### src/rtl/uart_rx_pkg.sv
package uart_rx_pkg;
  localparam int unsigned FRAME_BITS = 8;
  localparam int unsigned OS_STD     = 16;
  localparam int unsigned OS_FAST    = 4;

  typedef enum logic [1:0] {
    RX_IDLE,
    RX_START,
    RX_DATA,
    RX_STOP
  } rx_state_e;
endpackage

### src/rtl/uart_rx_front.sv
module uart_rx_front (
  input  logic clk,
  input  logic rst,
  input  logic rx_pin,
  input  logic lb_tx,
  input  logic loopback,
  input  logic invert,
  output logic line,
  output logic fall,
  output logic rise
);
  logic raw;
  logic s1, s2, s3;

  // source select and polarity correction ahead of the synchronizer
  assign raw = (loopback ? lb_tx : rx_pin) ^ invert;

  always_ff @(posedge clk) begin
    if (rst) begin
      s1 <= 1'b1;
      s2 <= 1'b1;
      s3 <= 1'b1;
    end else begin
      s1 <= raw;
      s2 <= s1;
      s3 <= s2;
    end
  end

  assign line = s2;
  assign fall = s3 & ~s2;
  assign rise = ~s3 & s2;
endmodule

### src/rtl/uart_rx_baud.sv
module uart_rx_baud #(
  parameter int unsigned DIVW = 12
) (
  input  logic            clk,
  input  logic            rst,
  input  logic            restart,
  input  logic [DIVW-1:0] div,
  output logic            tick
);
  logic [DIVW-1:0] cnt;

  assign tick = (cnt >= div) && !restart;

  always_ff @(posedge clk) begin
    if (rst || restart)  cnt <= '0;
    else if (cnt >= div) cnt <= '0;
    else                 cnt <= cnt + 1'b1;
  end
endmodule

### src/rtl/uart_rx_deframer.sv
module uart_rx_deframer
  import uart_rx_pkg::*;
(
  input  logic                  clk,
  input  logic                  rst,
  input  logic                  hold,
  input  logic                  line,
  input  logic                  fall,
  input  logic                  tick,
  input  logic                  fast,
  output logic                  restart,
  output logic                  done,
  output logic [FRAME_BITS-1:0] data,
  output logic                  ferr
);
  localparam int unsigned SCW = $clog2(OS_STD);
  localparam int unsigned BNW = $clog2(FRAME_BITS);

  rx_state_e             st;
  logic [SCW-1:0]        sc;
  logic [BNW-1:0]        bn;
  logic [FRAME_BITS-1:0] sh;
  logic                  v0, v1, v2;
  logic [SCW-1:0]        last, mid, fin;
  logic                  bitv;

  assign last = fast ? SCW'(OS_FAST - 1) : SCW'(OS_STD - 1);
  assign mid  = fast ? SCW'(OS_FAST / 2) : SCW'(OS_STD / 2);
  assign fin  = fast ? SCW'(OS_FAST / 2 + 1) : SCW'(OS_STD / 2 + 2);
  assign bitv = fast ? v1 : ((v0 & v1) | (v0 & v2) | (v1 & v2));

  assign restart = (st == RX_IDLE) && fall && !hold;

  always_ff @(posedge clk) begin
    if (rst) begin
      st   <= RX_IDLE;
      sc   <= '0;
      bn   <= '0;
      sh   <= '0;
      v0   <= 1'b1;
      v1   <= 1'b1;
      v2   <= 1'b1;
      done <= 1'b0;
      data <= '0;
      ferr <= 1'b0;
    end else if (hold) begin
      st   <= RX_IDLE;
      sc   <= '0;
      done <= 1'b0;
    end else begin
      done <= 1'b0;
      if (st == RX_IDLE) begin
        if (fall) begin
          st <= RX_START;
          sc <= '0;
        end
      end else if (tick) begin
        if (sc == mid - 1'b1) v0 <= line;
        if (sc == mid)        v1 <= line;
        if (sc == mid + 1'b1) v2 <= line;
        sc <= (sc == last) ? '0 : sc + 1'b1;
        case (st)
          RX_START: begin
            if (sc == mid && line) begin
              st <= RX_IDLE;           // start not confirmed
            end else if (sc == last) begin
              st <= RX_DATA;
              bn <= '0;
            end
          end
          RX_DATA: begin
            if (sc == last) begin
              sh <= {bitv, sh[FRAME_BITS-1:1]};
              bn <= bn + 1'b1;
              if (bn == BNW'(FRAME_BITS - 1)) st <= RX_STOP;
            end
          end
          default: begin
            if (sc == fin) begin
              data <= sh;
              ferr <= !bitv;
              done <= 1'b1;
              st   <= RX_IDLE;
            end
          end
        endcase
      end
    end
  end
endmodule

### src/rtl/uart_rx_measure.sv
module uart_rx_measure
  import uart_rx_pkg::*;
#(
  parameter int unsigned DIVW = 12,
  parameter int unsigned CNTW = DIVW + 8
) (
  input  logic            clk,
  input  logic            rst,
  input  logic            active,
  input  logic            fall,
  input  logic            fast,
  output logic            done,
  output logic [DIVW-1:0] meas
);
  localparam int unsigned EDGES    = FRAME_BITS / 2;
  localparam int unsigned SH_STD   = $clog2(FRAME_BITS * OS_STD);
  localparam int unsigned SH_FAST  = $clog2(FRAME_BITS * OS_FAST);
  localparam int unsigned HALF_STD = FRAME_BITS * OS_STD / 2;
  localparam int unsigned HALF_FST = FRAME_BITS * OS_FAST / 2;

  logic            run;
  logic [2:0]      edges;
  logic [CNTW-1:0] cnt;
  logic [CNTW-1:0] rnd;
  logic [DIVW-1:0] meas_nx;

  always_comb begin
    if (fast) rnd = (cnt + CNTW'(HALF_FST)) >> SH_FAST;
    else      rnd = (cnt + CNTW'(HALF_STD)) >> SH_STD;
    meas_nx = (rnd == '0) ? '0 : DIVW'(rnd - CNTW'(1));
  end

  always_ff @(posedge clk) begin
    if (rst) begin
      run   <= 1'b0;
      edges <= '0;
      cnt   <= '0;
      done  <= 1'b0;
      meas  <= '0;
    end else begin
      done <= 1'b0;
      if (!active) begin
        run <= 1'b0;
      end else if (!run) begin
        if (fall) begin
          run   <= 1'b1;
          cnt   <= CNTW'(1);
          edges <= '0;
        end
      end else begin
        cnt <= cnt + 1'b1;
        if (fall) begin
          if (edges == 3'(EDGES - 1)) begin
            run  <= 1'b0;
            done <= 1'b1;
            meas <= meas_nx;
          end else begin
            edges <= edges + 1'b1;
          end
        end
      end
    end
  end
endmodule

### src/rtl/uart_rx_abaud.sv
module uart_rx_abaud
  import uart_rx_pkg::*;
#(
  parameter int unsigned DIVW = 12
) (
  input  logic                  clk,
  input  logic                  rst,
  input  logic                  en,
  input  logic                  sleep,
  input  logic                  rx_pin,
  input  logic                  lb_tx,
  input  logic                  loopback,
  input  logic                  invert,
  input  logic                  high_speed,
  input  logic                  div_wr,
  input  logic [DIVW-1:0]       divisor_in,
  input  logic                  abaud_set,
  input  logic                  wake_set,
  input  logic                  data_ack,
  output logic [FRAME_BITS-1:0] data_out,
  output logic                  data_valid,
  output logic                  frame_err,
  output logic                  overrun,
  output logic                  wake_irq,
  output logic                  wake_armed,
  output logic                  abaud_busy,
  output logic [DIVW-1:0]       div_out
);
  logic            line, line_fall, line_rise;
  logic            restart, tick, hold;
  logic            ab_done;
  logic [DIVW-1:0] meas;
  logic            pend, wake_seen;

  assign hold = !en || sleep || abaud_busy;

  uart_rx_front u_front (
    .clk(clk), .rst(rst), .rx_pin(rx_pin), .lb_tx(lb_tx),
    .loopback(loopback), .invert(invert),
    .line(line), .fall(line_fall), .rise(line_rise)
  );

  uart_rx_baud #(.DIVW(DIVW)) u_baud (
    .clk(clk), .rst(rst), .restart(restart), .div(div_out), .tick(tick)
  );

  uart_rx_deframer u_deframer (
    .clk(clk), .rst(rst), .hold(hold), .line(line), .fall(line_fall),
    .tick(tick), .fast(high_speed), .restart(restart),
    .done(data_valid), .data(data_out), .ferr(frame_err)
  );

  uart_rx_measure #(.DIVW(DIVW)) u_measure (
    .clk(clk), .rst(rst), .active(en && abaud_busy), .fall(line_fall),
    .fast(high_speed), .done(ab_done), .meas(meas)
  );

  always_ff @(posedge clk) begin
    if (rst) begin
      abaud_busy <= 1'b0;
      div_out    <= '0;
      pend       <= 1'b0;
      overrun    <= 1'b0;
      wake_armed <= 1'b0;
      wake_seen  <= 1'b0;
      wake_irq   <= 1'b0;
    end else begin
      if (abaud_set)    abaud_busy <= 1'b1;
      else if (ab_done) abaud_busy <= 1'b0;

      if (ab_done)     div_out <= meas;
      else if (div_wr) div_out <= divisor_in;

      if (data_valid) begin
        pend <= 1'b1;
        if (pend && !data_ack) overrun <= 1'b1;
      end else if (data_ack) begin
        pend    <= 1'b0;
        overrun <= 1'b0;
      end

      wake_irq <= 1'b0;
      if (en && sleep && wake_armed) begin
        if (line_fall) begin
          wake_irq  <= 1'b1;
          wake_seen <= 1'b1;
        end else if (line_rise && wake_seen) begin
          wake_armed <= 1'b0;
          wake_seen  <= 1'b0;
        end
      end
      if (wake_set) wake_armed <= 1'b1;
    end
  end
endmodule

### config.mk
export PLATFORM = sky130hd
export DESIGN_NAME = uart_rx_abaud
export DESIGN_NICKNAME = d
export VERILOG_FILES = /design/src/rtl/uart_rx_pkg.sv /design/src/rtl/uart_rx_front.sv /design/src/rtl/uart_rx_baud.sv /design/src/rtl/uart_rx_deframer.sv /design/src/rtl/uart_rx_measure.sv /design/src/rtl/uart_rx_abaud.sv
export SDC_FILE = /design/constraint.sdc
export NUM_CORES = 1
export LEC_CHECK = 0
export ABC_AREA = 0
export ABC_CLOCK_PERIOD_IN_PS = 6900
export BUFFER_PORTS_ARGS = -buffer_cell sky130_fd_sc_hd__buf_2
export CAP_MARGIN = 20
export CORE_UTILIZATION = 40
export DETAILED_ROUTE_END_ITERATION = 6
export SETUP_SLACK_MARGIN = 0.3
export SLEW_MARGIN = 20
export SYNTH_ARGS = -nofsm -noshare
export SYNTH_HDL_FRONTEND = slang
export SYNTH_SLANG_ARGS = --single-unit
### constraint.sdc
create_clock -name clk -period 6.9 [get_ports clk]
set_input_delay 0.69 -clock clk [delete_from_list [all_inputs] [get_ports clk]]
set_output_delay 0.69 -clock clk [all_outputs]
set_load 0.02 [all_outputs]
-- Word level (Yosys, flattened, before mapping)
Cells that the tools add are included.
- register bits: 100
- output and inout port bits: 26
- input bits: 25
- logic and storage cells: 173
- reduce and logical (&&, ||, !) cells: 50
- add/sub/neg operators: 10
- muxes and demuxes: 49
- eq/ne operators: 19
- $lt $le $gt $ge: 1
- bitwise operators: 18
- operators by type and width (operator ; count):
    20-bit 2-to-1 mux ; 2
    12-bit 2-to-1 mux ; 3
    4-bit 2-to-1 mux ; 7
    3-bit 2-to-1 mux ; 7
    20-bit by 1-bit adder with 20-bit output (second input constant) ; 1
    20-bit by 5-bit adder with 20-bit output (second input constant) ; 1
    20-bit by 7-bit adder with 20-bit output (second input constant) ; 1
    4-bit == test ; 5
    20-bit logical NOT ; 1
    1-bit 2-to-1 mux ; 19
    2-bit nonzero test ; 9
    2-bit 2-to-1 mux ; 8
    4-bit AND reduction ; 4
    15-bit 2-to-1 mux ; 1
    12-bit by 1-bit adder with 12-bit output (second input constant) ; 1
    12-bit greater-or-equal comparator ; 1
    12-bit by 1-bit subtractor with 12-bit output (second input constant) ; 1
    1-bit NOT ; 10
    5-bit AND reduction ; 2
    2-bit OR reduction ; 5
    1-bit logical AND ; 9
    4-bit by 1-bit adder with 4-bit output (second input constant) ; 2
    2-bit inequality test (second input constant) ; 4
    2-bit AND reduction ; 4
    other kinds (23) ; 39

-- Longest topological paths before layout
Gate-level depths: netlist (run 1).
- depth after elaboration: 9
- mapped depth: 11
- gate-level depth less buffers: 10

-- Modules after synthesis
A second synthesis (run 1) with hierarchy kept.
- cell total of the unflattened synthesis: 704
- area total of the unflattened synthesis: 6023.3 um2
- modules (own cells, without submodules) (module ; sequential area each (um2) ; cells an instance ; area an instance (um2) ; times used):
    uart_rx_measure ; 740.7 ; 329 ; 2635.0 ; 1
    uart_rx_deframer ; 600.6 ; 173 ; 1606.5 ; 1
    uart_rx_baud ; 240.2 ; 99 ; 874.6 ; 1
    uart_rx_abaud ; 360.3 ; 92 ; 792.0 ; 1
    uart_rx_front ; 60.1 ; 11 ; 115.1 ; 1

-- Worst setup path before layout (run 1)
Ideal clock, no wire load.
- path type: register to register
- from: register u_measure.cnt[7]
- to: register u_measure.meas[11]
- arrival time: 2.672 ns
- setup time: 0.118 ns
- setup slack: 4.110 ns
- data required time: 6.782 ns
- stages on the path, launching flop included: 10
- path buffers: 1
- period minus slack after synthesis: 2.790 ns
- cell sequence: dfxtp_1 ha_1 buf_4 nand4_4 xnor2_1 a211o_1 a2111o_1 or3_1 or3_1 o2111a_1
- cells in the longest elaborated chain, start to end: 4
- elaborated cells between the ends (all ways): 6
- classes of those cells: add/sub (3); mux (2); reduce/logical (1)
- ends and longest elaborated chain (what ; line ; RTL):
    start, declared ; uart_rx_measure.sv:23 ; logic [CNTW-1:0] cnt;
    start signal, assigned ; uart_rx_measure.sv:51 ; cnt <= cnt + 1'b1;
    20-bit by 7-bit adder with 20-bit output or 20-bit by 5-bit adder with 20-bit output (tied branches) ; uart_rx_measure.sv:29, uart_rx_measure.sv:28 ;
    15-bit 2-to-1 mux * ; uart_rx_measure.sv:28 ; if (fast) rnd = (cnt + CNTW'(HALF_FST)) >> SH_FAST;
    12-bit by 1-bit subtractor with 12-bit output or 20-bit logical NOT (tied branches) ; uart_rx_measure.sv:30 ; meas_nx = (rnd == '0) ? '0 : DIVW'(rnd - CNTW'(1));
    12-bit 2-to-1 mux * ; uart_rx_measure.sv:30 ;
    end signal, assigned ; uart_rx_measure.sv:56 ; meas <= meas_nx;
    end, declared ; uart_rx_measure.sv:13 ; output logic [DIVW-1:0] meas
Every way passes the cells marked *; elsewhere a longest branch is shown, timed or not.
A chain may end at the register's enable or synchronous reset.

-- Worst setup path after layout (run 1)
- from: register u_measure.cnt[6]
- to: register u_measure.meas[1]
Same word-level chain as after synthesis.

==> results of run 1 <==
## logic make-up (layout without fill, tap and decap cells)
logic type,after synthesis,in the layout,share of synthesized area (%)
xor+xnor,33,33,5.08
compound gates,136,136,15.6
fa+ha+maj,27,27,5.93
mux,41,41,7.23
simple gates,297,297,25.8
flops,100,100,35.2
buf+inv,70,98,5.25
## critical path: stages, from the launching register on
cell and delay, ns:
dfxtp_1 0.53, ha_1 0.43, nand4_1 0.21, nor2_1 0.46
a311o_1 0.35, nand4_1 0.15, or3_1 0.39, nand4b_1 0.31
nand2_1 0.24, o21ai_0 0.11
## layout by cell type (no fill, tap or decap), types with 3 or more instances in the layout
cell,n
and3_1,9
nand4_1,10
o21ai_0,23
and2_1,3
a21oi_1,51
nor3_1,12
dfxtp_1,100
a21o_1,7
o311ai_0,4
a211oi_1,4
inv_1,29
ha_1,27
o31ai_1,3
nand3b_1,5
a21boi_0,3
nor2b_1,7
a311oi_1,5
mux2i_1,40
nor2_1,93
a31o_2,4
buf_2,50
nand2_1,57
or2_2,9
nor3b_1,4
a41oi_1,3
nand2b_1,23
o211ai_1,5
buf_4,3
nor4_1,4
xor2_1,15
nand3_1,40
clkbuf_16,9
or3_1,9
a31oi_1,3
xnor2_1,18
## per-stage QoR
step	power, mW	util [%]	area [sq um]	hold slack, ns	std cells
final	1.25	45.6	6340	0.418	912
after global routing	1.30	45.6	6340	0.435	912
after CTS	1.27	45.6	6340	0.426	912
after detailed placement	0.699	43.2	6000	0.407	896
after global placement	0.696	43.2	6000	0.411	896
after floorplan	0.669	-	5690	0.389	704
## sequential cells by signal, indices dropped and copies added (netlist names), 2 cells and up
register	cells
u_deframer.data	8
u_deframer.st	2
u_measure.meas	12
u_deframer.sh	8
u_deframer.sc	4
u_measure.cnt	20
u_measure.edges	3
u_baud.cnt	12
u_deframer.bn	3
div_out	12
## cell type report
class / instances / area [sq um]
clock buffer: 11 / 253
clock inverter: 5 / 82.6
fill: 1359 / 7540
inverter: 29 / 109
multi-input combinational: 534 / 3390
sequential: 100 / 2000
tap: 180 / 225
timing repair buffer: 53 / 273
## power by group
part           switching [mW]  internal [mW]
registers             0.00876          0.586
clock network           0.226          0.339
logic                  0.0550         0.0356
total                   0.290          0.960
## cells in the mapped netlist (3+ instances only)
master / count / area share, %
o311ai_0: 4 / 0.62
nand2b_1: 23 / 2.5
nor2_1: 93 / 6.1
o211ai_1: 5 / 0.66
nor3_1: 12 / 1.1
nor3b_1: 4 / 0.53
a21oi_1: 51 / 4.5
xor2_1: 15 / 2.3
nor2b_1: 7 / 0.77
nor4_1: 4 / 0.44
nand2_1: 57 / 3.8
buf_2: 5 / 0.44
mux2i_1: 40 / 7.0
o31ai_1: 3 / 0.40
or3_1: 9 / 0.99
a31o_2: 4 / 0.62
and3_1: 9 / 0.99
a31oi_1: 3 / 0.33
a21o_1: 7 / 0.92
xnor2_1: 18 / 2.8
and2_1: 3 / 0.33
a21boi_0: 3 / 0.40
clkbuf_1: 27 / 1.8
ha_1: 27 / 5.9
o21ai_0: 23 / 2.0
nand3_1: 40 / 3.5
inv_1: 29 / 1.9
or2_2: 9 / 0.99
a311oi_1: 5 / 0.77
nand4_1: 10 / 1.1
buf_4: 4 / 0.53
a211oi_1: 4 / 0.53
a41oi_1: 3 / 0.46
nand3b_1: 5 / 0.66
buf_1: 3 / 0.20
dfxtp_1: 100 / 35
## path summary, 6_finish.rpt
kind	to	slack, ns	start	depth (start not counted)
worst max-delay path	u_measure.meas[1]$_SDFFE_PP0P_	3.60	u_measure.cnt[6]$_SDFFE_PP0P_	9
worst min register to register	u_front.line$_SDFF_PP1_	0.42	u_front.s1$_SDFF_PP1_	1
worst min-delay path	u_front.line$_SDFF_PP1_	0.42	u_front.s1$_SDFF_PP1_	1
worst max register to register	u_measure.meas[1]$_SDFFE_PP0P_	3.60	u_measure.cnt[6]$_SDFFE_PP0P_	9
## per-layer routing
layer  up-vias  track usage, %  routed length [um]
met2        99            31.4                6320
met3        19            5.17                 584
met5         -               0                   0
met1      2392            24.6                6440
met4         0            5.86                 229
li1       2525               -                   -
==> impl.org, run 1 <==
** Floorplan
- Top-Level Pins :: 51
- Die boundary width :: 121 um
- Once the floorplan was initialized, standard cells occupied 41.0% of the core.
- DIE AREA :: 0.0147 sq mm
- Die boundary height :: 121 um
- The floorplan has 43 rows.
- Placeable Area :: 0.0139 sq mm

** Power
- Power per cell area :: 197 mW/mm^2
- The analysis attributes to cell leakage a power of 2.60 nW.
- Across the VDD grid, the largest voltage drop is 0.138 mV.

** Routing
- Drt drc :: 0
- After detailed routing, the average wire length per cell comes to 14.9 um.
- In this run the remaining antenna-violating nets after routing total 0.
- After detailed routing, the number of vias per cell comes to 5.52.
- Summing over every cut layer, the via total after detailed routing is 5035.
- First-pass iteration count of the detailed router :: 5
- After detailed routing, the total wire length is 13.6 mm.
- In this run, the number of DRC markers left after iteration 0 of detailed routing was 315.

** Flow run
- The tool flagged a number of max-cap violations equal to 0.

** Timing
- Worst Max-Slew Pin Slew :: 0.919 ns
- Final setup TNS :: 0 ns
- The max-slew violation count is 0.
- Relative slew slack :: 38.6%
- The smallest clock period supported by the final layout is computed as 3.30 ns.
- Setup repair after global routing left no endpoint under its margin.
- The total count of hold-check failures in the final report came to 0.
- Achievable clock frequency :: 0.303 GHz
- Between clock sinks in the finished design, the worst skew comes to 0.00504 ns.
- Setup violations remaining at the end of the flow were counted as 0.
- Final cycle utilization of the critical path :: 47.9%
- Once routing completed, OpenROAD measured the worst setup slack at 3.60 ns.

** Clock network
- # clock sinks :: 100
- Buffers added to address setup during post-CTS repair amount to 0.
- The clock tree synthesis step divided the H-tree into 3 levels.
- No sink is reached through more buffers than the 2 on the longest clock path.
- In this run, post-CTS hold repair placed 0 buffers.
- The number of gates resized after CTS was 0.
- The cell sitting at the root of the clock tree is a clkbuf_16.
- Worst-skew pair later-pin latency :: 0.35 ns
- After clock tree synthesis, the clock-pin slew on the worst setup and hold paths is 0.07 ns.
- Number of buffers added by the clock tree synthesis step :: 9
- TritonCTS clock tree :: built

** Placed design
- During placement, the flow inserted port buffers numbering 50.
- Post-DP HPWL :: 9.77 mm
- Routability congestion estimate from global placement :: 0.870
- Setup slack after placement :: 3.32 ns

** Finish
- The post-route netlist has 12.0% of its cells at a drive strength greater than 1.
- For this run, the post-layout net count is 779.
- Area Overhead vs Synth :: 11.3%
- N_diodes :: 0

** Run status
- Status :: complete, no violations

** Yosys
- Each instance of the synthesized netlist takes up on average 8.09 sq um.
- The Yosys step of the flow raised 0 warnings.
- In this run, distinct cell masters in the synthesized netlist total 64.
- Synthesis-stage register bit count :: 100
- Of the synthesized area, sequential elements account for 35.2%.
- Yosys mapped a number of flops with a built-in enable equal to 0.
- Post-synthesis instance total :: 704
- For this run, the leading register cell type out of synthesis is dfxtp_1.
- Synthesis produced a netlist with a net count of 756.
- Area of the mapped netlist :: 0.00569 sq mm
- Of all flip-flops after synthesis, the portion carrying an async set or reset was 0%.

** GRT
- Global routing finished with a remaining overflow of 0.
- Overall routing resource usage :: 19.2%
- Maximum number of pins on one net before global-route repair :: 84
- Antenna violations before repair :: 0
- The first global-routing pass estimated 22.4 mm of wire.
- The number of global-route vias before repair is 4651.

** Critical path
- STA classifies the critical path startpoint as a flip-flop.
- Data required time at the worst endpoint :: 7.13 ns
- By startpoint and endpoint, the worst setup path is classified as reg -> reg.
- STA classifies the critical path endpoint as a flip-flop.
- Data arrives at the worst endpoint at 3.53 ns.
- Highest fanout seen on the critical path :: 10

** Hold path
- In this run the worst hold path is classified as reg -> reg.
Note: power is estimated with default switching activity, not from simulation.
==> run 2, diff against run 1 <==
--- a/config.mk
+++ b/config.mk
@@ -5,8 +5,8 @@
 export SDC_FILE = /design/constraint.sdc
 export NUM_CORES = 1
 export LEC_CHECK = 0
-export ABC_AREA = 0
-export ABC_CLOCK_PERIOD_IN_PS = 6900
+export ABC_AREA = 1
+export ABC_CLOCK_PERIOD_IN_PS = 3300
 export BUFFER_PORTS_ARGS = -buffer_cell sky130_fd_sc_hd__buf_2
 export CAP_MARGIN = 20
 export CORE_UTILIZATION = 40
==> constraint.sdc (replaced) <==
create_clock -name clk -period 3.3 [get_ports clk]
set_input_delay 0.33 -clock clk [delete_from_list [all_inputs] [get_ports clk]]
set_output_delay 0.33 -clock clk [all_outputs]
set_load 0.02 [all_outputs]
==> impl.org, run 2 <==
** Timing
- Clock Skew :: 0.0125 ns
- Counting I/O delays and the setup requirement, the final critical path takes 2.65 ns.
- The total count of hold-check failures in the final report came to 0.
- Setup violations remaining at the end of the flow were counted as 0.
- Setup repair after global routing left no endpoint under its margin.
- Relative slew slack :: 59.7%
- Hold Worst Slack :: 0.176 ns
- Based on the critical path, the design can be clocked at up to 0.377 GHz.
- For the pin with the worst max-slew slack, the measured transition is 0.587 ns.
- After layout, the worst path uses 80.4% of the clock period.
- Final setup TNS :: 0 ns
- Final number of max-transition violations :: 0

** Yosys
- Top_reg_cell synth :: dfxtp_1
- Sorting the synthesized cells by area gives the leading types as dfxtp_1 (35%), nand2_1 (13%), nor2_1 (6.4%).
- Post-synthesis compound-gate area fraction :: 14.8%
- Cell types with the highest counts after synthesis :: nand2_1 (189), dfxtp_1 (100), nor2_1 (97), inv_1 (96), a21oi_1 (66)
- Summing the areas of all and, or, nand and nor instances in the mapped netlist gives 32.4% of the synthesized area.
- The synthesized netlist occupies a cell area of 0.00567 sq mm.
- Counting flops and latches in the post-synthesis netlist gives 100.
- Share of synthesized registers carrying an async set or reset :: 0%
- Leading area contributor after synthesis :: dfxtp_1
- After Yosys synthesis, XOR and XNOR cells account for 2.63% of the synthesized area.
- The netlist uses 42 different library cells.
- In this run, synthesis inferred 0 flip-flops with an integrated enable.
- Multiplexer share of the synthesized area :: 0.353%
- Syn. warnings :: 0
- In the synthesized netlist, the number of instances is 826.
- Per-instance average area after synthesis :: 6.86 sq um
- Cell with the most instances after synthesis :: nand2_1
- Adder-cell area share of the yosys netlist :: 5.96%
- The share of the Yosys chip area taken by registers is 35.3%.
- Of the post-synthesis cell area, the dominant cell type holds 35.3%.
- Net count after synthesis :: 878
- Largest family of logic cells by synthesized area :: simple AND/OR/NAND/NOR gates

** Power
- Largest voltage drop on the vdd net :: 0.270 mV
- Net switching is 24.5% of the power.
- The clock network is responsible for 44.7% of the overall power.
- Summed over all nets, the switching power comes to 0.642 mW.
- Share of total power in sequential cells :: 47.5%
- Summed over all cells, the static leakage comes to 2.72 nW.
- Of the total power, combinational logic draws 7.8%.
- The internal portion of the total power is 1.98 mW.
- Power per cell area :: 409 mW/mm^2

** Flow run
- Number of maximum-capacitance violations :: 0

** Finish
- At the end of the flow the core is filled with cells to 46.2%.
- The area growth from synthesis to layout is 13.1%.
- The repair_antennas step left the layout with diodes totalling 0.
- Ranked by flip-flop count, first place goes to u_measure.cnt.
- In the final layout, the share of cells above drive strength 1 is 12.1%.
- Leaving out fill and tap cells, the most frequent cell in the layout is nand2_1.
- Leading cell types in the layout, fill and taps excluded :: nand2_1 (189), dfxtp_1 (100), nor2_1 (97)
- In the final layout, the multi-input gates occupy 0.00319 sq mm.
- The sequential cells in the finished layout cover a total of 0.00200 sq mm.
- Final layout net count :: 922
- The filler cells instantiated in the layout total 1467.
- The register with the most flip-flops in the layout has 20 of them.

** Placed design
- Total of buffers placed on input and output ports :: 50
- Routability congestion estimate from global placement :: 0.867
- Post-DP HPWL :: 10.6 mm

** Critical path
- For the worst setup path, the data arrival time is 2.94 ns.
- On the critical path the largest part of the delay comes from simple AND/OR/NAND/NOR gates.
- Total number of cells along the worst setup path :: 14
- Crit path capture type :: flip-flop
- Worst setup path category :: reg -> reg
- The largest individual stage delay along the critical path comes from the cell o21ai_0.
- For this run, the slowest stage of the critical path takes 0.44 ns.
- Startpoint type of the worst setup path :: flip-flop
- The signal on the critical path passes through ha_1 > xnor2_1 > o21ai_0 > inv_1 > ha_1 > nand3_1 > nor2_1 > nand2_1 > nor2_1 > nand3_2 > nor2_2 > nor2_2 > nand2_1 > a21oi_1.
- At the worst endpoint, the required time is 3.58 ns.
- The number of cells on the worst reg-to-reg path is 14.
- Number of buffer and inverter instances along the worst setup path :: 1
- Highest fanout seen on the critical path :: 12

** Floorplan
- For this design the top-level I/O count stands at 51.
- In this run the vertical extent of the chip is 121 um.
- Number of rows created at floorplan :: 43
- DIE AREA :: 0.0147 sq mm
- For this configuration, the core starts out at a cell density of 40.9%.
- Placeable Area :: 0.0139 sq mm
- Die boundary width :: 121 um

** GRT
- Maximum number of pins on one net before global-route repair :: 45
- The number of global-route vias before repair came to 4741.
- The first global-routing pass estimated 23.0 mm of wire.
- Antenna violations before repair :: 0
- Overall routing resource usage :: 19.8%
- Global routing finished with a remaining overflow of 0.

** Clock network
- In this run, CTS created clock tree buffers numbering 9.
- # clock sinks :: 100
- Counting along the longest clock path gives a buffer depth of 2.
- Buffers inserted to repair hold after CTS numbered 0.
- The number of setup buffers added after CTS is 0.
- Resize count post-CTS :: 0
- Root cell of the clock tree :: clkbuf_16
- H-Tree Level Count :: 3
- Clock-pin slew was measured on the worst setup and hold paths at 0.08 ns.
- TritonCTS clock tree :: built
- Clock latency on the worst-skew pair, taken at its later pin, is 0.36 ns.

** Routing
- Summed over all layers, the routed wires come to 14.1 mm.
- After detailed routing, the number of remaining DRC violations is 0.
- After detailed routing, the average wire length per cell comes to 13.4 um.
- The first routing iteration left 308 violations.
- Detailed routing inserted a total of 5363 vias.
- First-pass iteration count of the detailed router :: 6
- Routed vias/inst :: 5.08
- In this run the remaining antenna-violating nets after routing total 0.

** Run status
- The run finished with clean final reports.

** Hold path
- Worst hold path depth :: 2
- In this run the worst hold path is classified as in -> reg.
## run 2: cell types whose count changed after synthesis, sizes merged, moves of 10 or more
cell / previous run / this run
xnor2: 18 / 6
a21oi: 51 / 66
nand2b: 23 / 0
o221ai: 0 / 12
nand3: 40 / 67
inv: 29 / 99
or3: 10 / 0
nor2: 93 / 114
nand2: 57 / 197
clkbuf: 27 / 14
mux2i: 40 / 2
o21ai: 23 / 37
## run 2: cell type report
cell class                      count  area share, %
Multi-Input combinational cell    603           49.7
Sequential cell                   100           31.2
Inverter                          101           5.91
Timing Repair Buffer               55           4.49
Clock buffer                        9           3.51
Tap cell                          180           3.51
Clock inverter                      7           1.68
## run 2: stage by stage
step | std cells | worst slack [ns] | power, mW | area, sq um
global placement | 1039 | 0.643 | 1.48 | 6080
detailed placement | 1039 | 0.672 | 1.48 | 6080
floorplan | 826 | 1.16 | 1.41 | 5670
global route | 1055 | 0.337 | 2.73 | 6410
CTS | 1055 | 0.650 | 2.66 | 6410
finish | 1055 | 0.645 | 2.62 | 6410
## run 2: cells by family after synthesis
family / Yosys count
mux: 2
flops: 100
buf+inv: 123
xor+xnor: 17
simple gates: 413
fa+ha+maj: 27
compound gates: 144
## run 2: power groups by stage
| stage | Sequential, mW | Clock, mW | Combinational [mW] |
|---|---|---|---|
| finish | 1.25 | 1.17 | 0.204 |
| global route | 1.25 | 1.24 | 0.234 |
| CTS | 1.25 | 1.21 | 0.206 |
| floorplan | 1.28 | 0 | 0.129 |
| detailed placement | 1.27 | 0 | 0.205 |
| global placement | 1.27 | 0 | 0.205 |
## run 2: final timing paths
path	start	end	slack, ns
setup / recovery	u_measure.cnt[4]$_SDFFE_PP0P_	u_measure.meas[10]$_SDFFE_PP0P_	0.65
hold / removal	invert	u_front.s1$_SDFF_PP1_	0.18
setup reg to reg	u_measure.cnt[4]$_SDFFE_PP0P_	u_measure.meas[10]$_SDFFE_PP0P_	0.65
hold reg to reg	u_front.s1$_SDFF_PP1_	u_front.line$_SDFF_PP1_	0.42
## run 2: layer usage
layer | GRT usage, % | share of wire [%]
met3 | 3.38 | 5.9
met1 | 28.0 | 50
met4 | 7.41 | 1.6
met5 | 0 | 0
met2 | 29.9 | 42
==> run 3, diff against run 2 <==
--- a/config.mk
+++ b/config.mk
@@ -5,8 +5,8 @@
 export SDC_FILE = /design/constraint.sdc
 export NUM_CORES = 1
 export LEC_CHECK = 0
-export ABC_AREA = 1
-export ABC_CLOCK_PERIOD_IN_PS = 3300
+export ABC_AREA = 0
+export ABC_CLOCK_PERIOD_IN_PS = 2700
 export BUFFER_PORTS_ARGS = -buffer_cell sky130_fd_sc_hd__buf_2
 export CAP_MARGIN = 20
 export CORE_UTILIZATION = 40
==> constraint.sdc (replaced) <==
create_clock -name clk -period 2.7 [get_ports clk]
set_input_delay 0.27 -clock clk [delete_from_list [all_inputs] [get_ports clk]]
set_output_delay 0.27 -clock clk [all_outputs]
set_load 0.02 [all_outputs]
==> impl.org, run 3 (synthesis gave the netlist of run 1 again) <==
** Finish
- N_diodes :: 0
- Filler cell count in the final layout :: 1359
- The top cell types in the final layout, fill and taps aside, are nor2_1 (92), dfxtp_1 (89), nand2_1 (55).
- The finished layout holds 959 standard cells, fillers aside.
- In the final layout, the multi-input gates occupy 0.00354 sq mm.
- Relative to the synthesized area, the layout overhead comes to 19.7%.
- Share of final-layout standard cells stronger than drive strength 1 :: 21.6%
- Core Util, Final :: 49.1%
- Summing all flip-flop and latch instances after layout gives 0.00202 sq mm.
- Leading cell type in the layout, fill and taps excluded :: nor2_1
- The register with the most flip-flops in the layout has 20 of them.
- Register name with the most flops :: u_measure.cnt
- For this run, the post-layout net count is 826.

** Clock network
- H-Tree Level Count :: 3
- TritonCTS built the clock tree.
- Worst-skew pair later-pin latency :: 0.36 ns
- Maximum number of buffers from clock root to sink :: 2
- In this run, CTS created clock tree buffers numbering 9.
- Clock transition at the registers of the reported paths :: 0.07 ns
- # clock sinks :: 100
- Root cell of the clock tree :: clkbuf_16

** Routing
- DRC violation total after the first TritonRoute iteration :: 465
- After detailed routing, the number of remaining DRC violations is 0.
- Total via count after detailed routing :: 5211
- The pre-antenna-repair detailed-routing pass consisted of 5 iterations.
- Routed Antenna Nets :: 0
- Routed length per placed instance :: 15.7 um
- Total length of routed wires :: 15.0 mm
- Routed vias/inst :: 5.43

** Critical path
- STA classifies the critical path endpoint as a flip-flop.
- Reg2Reg Setup Slack :: 0.12 ns
- The worst setup path is of the reg -> reg kind.
- Along the worst path, the maximum fanout reaches 9.
- Arrival @ worst endpoint :: 2.82 ns
- Data required time at the worst endpoint :: 2.94 ns
- Startpoint type of the worst setup path :: flip-flop

** GRT
- Antenna violations before repair :: 0
- Entering global routing, the biggest net connects 82 pins.
- Overall routing resource usage :: 21.3%
- The first global-routing pass estimated 24.6 mm of wire.
- For this run the aggregate overflow at the end of global routing stands at 0.
- The number of global-route vias before repair came to 4878.

** Timing
- Setup repair after global routing missed its margin :: true
- The clock arrives with 0.0101 ns of skew.
- Final cycle utilization of the critical path :: 95.4%
- Setup violations remaining at the end of the flow were counted as 0.
- Achievable clock frequency :: 0.388 GHz
- Hold violation total from the final report :: 0
- Headroom to the max-slew limit came out at 45.8%.
- For the pin with the worst max-slew slack, the measured transition is 0.814 ns.
- The max-slew violation count is 0.
- Subtracting the final worst setup slack from the clock period gives 2.58 ns.

** Floorplan
- After floorplanning, the core was divided into 43 placement rows.
- The floorplan step set the die width to 121 um.
- DIE AREA :: 0.0147 sq mm
- The initial utilization of the core area, before any placement, comes to 41.0%.
- Top-Level Pins :: 51
- The floorplan step set the die height to 121 um.
- The total area inside the core boundary comes to 0.0139 sq mm.

** Flow run
- Number of maximum-capacitance violations :: 0

** Power
- Power per cell area :: 443 mW/mm^2
- In this run the static leakage power is 2.83 nW.
- Largest voltage drop on the vdd net :: 0.314 mV

** Placed design
- Total of buffers placed on input and output ports :: 50
- Routability-driven placement finished with a final weighted congestion of 0.930.
- The wire-length estimate of the detail-placed layout is 11.0 mm.
- Placed insts :: 932

** Run status
- The flow ran to the end, and the final reports show no timing, DRC or antenna violations.

** Hold path
- Min-delay worst type :: in -> reg
[run 3: cell types whose count changed in the layout (fill, tap and decap cells not counted), moves of 18 or more]
cell,change
a21oi_1,-18
buf_4,+41
inv_1,-67
mux2i_1,+38
nand2_1,-134
nand2b_1,+23
nand3_1,-25
o21ai_0,-21
[run 3: power breakdown]
group / leakage, nW / total [mW] / internal, mW / switching [mW]
clock: 0.136 / 1.24 / 0.653 / 0.585
combinational: 1.88 / 0.266 / 0.107 / 0.159
sequential: 0.815 / 1.52 / 1.49 / 0.0213
total: 2.83 / 3.02 / 2.25 / 0.765
[run 3: final timing paths]
check / cells past startpoint / from / end
max: 8 / u_measure.cnt[6]$_SDFFE_PP0P_ / u_measure.meas[8]$_SDFFE_PP0P_
min: 3 / wake_set / wake_armed$_SDFFE_PP0P_
max reg2reg: 8 / u_measure.cnt[6]$_SDFFE_PP0P_ / u_measure.meas[8]$_SDFFE_PP0P_
min reg2reg: 1 / u_front.s1$_SDFF_PP1_ / u_front.line$_SDFF_PP1_
[run 3: routing by layer]
layer / global-route usage, % / share of wire [%] / vias up
met5: 0 / 0 / -
met4: 8.56 / 2.9 / 0
met3: 3.99 / 4.2 / 25
met2: 33.6 / 46 / 101
met1: 28.5 / 47 / 2471
li1: - / - / 2614
[run 3: worst max-delay path, cell delays in order (launching register included)]
cell	delay, ns
dfxtp_2	0.36
buf_4	0.17
nand3_1	0.10
o311a_1	0.37
a2111o_1	0.44
or3_4	0.35
nand4b_1	0.33
nand2_2	0.25
o21ai_1	0.08
[run 3: timing repair]
item,CTS,global route
setup buffers,7,4
gates resized for setup,12,22
pin swaps,8,9
hold buffers,0,0
setup endpoints to repair,22,43
[run 3: layout make-up]
type                       instances  area share [%]
clock inverter                     5           0.533
sequential                       100            29.7
multi-input combinational        534            51.9
timing repair buffer             100            9.40
inverter                          29            1.60
clock buffer                      11            3.56
tap                              180            3.31
[run 3: through the flow]
step | setup slack [ns] | total power, mW | cell area, sq um | hold WS [ns] | setup TNS (ns)
after CTS | 0.108 | 3.04 | 6690 | 0.125 | 0
final | 0.123 | 3.02 | 6810 | 0.130 | 0
after global placement | 0.131 | 1.79 | 6330 | 0.400 | 0
after floorplan | 0.212 | 1.71 | 5760 | 0.387 | 0
after detailed placement | 0.0933 | 1.79 | 6330 | 0.402 | 0
after global routing | -0.000994 | 3.14 | 6810 | 0.125 | -0.000994
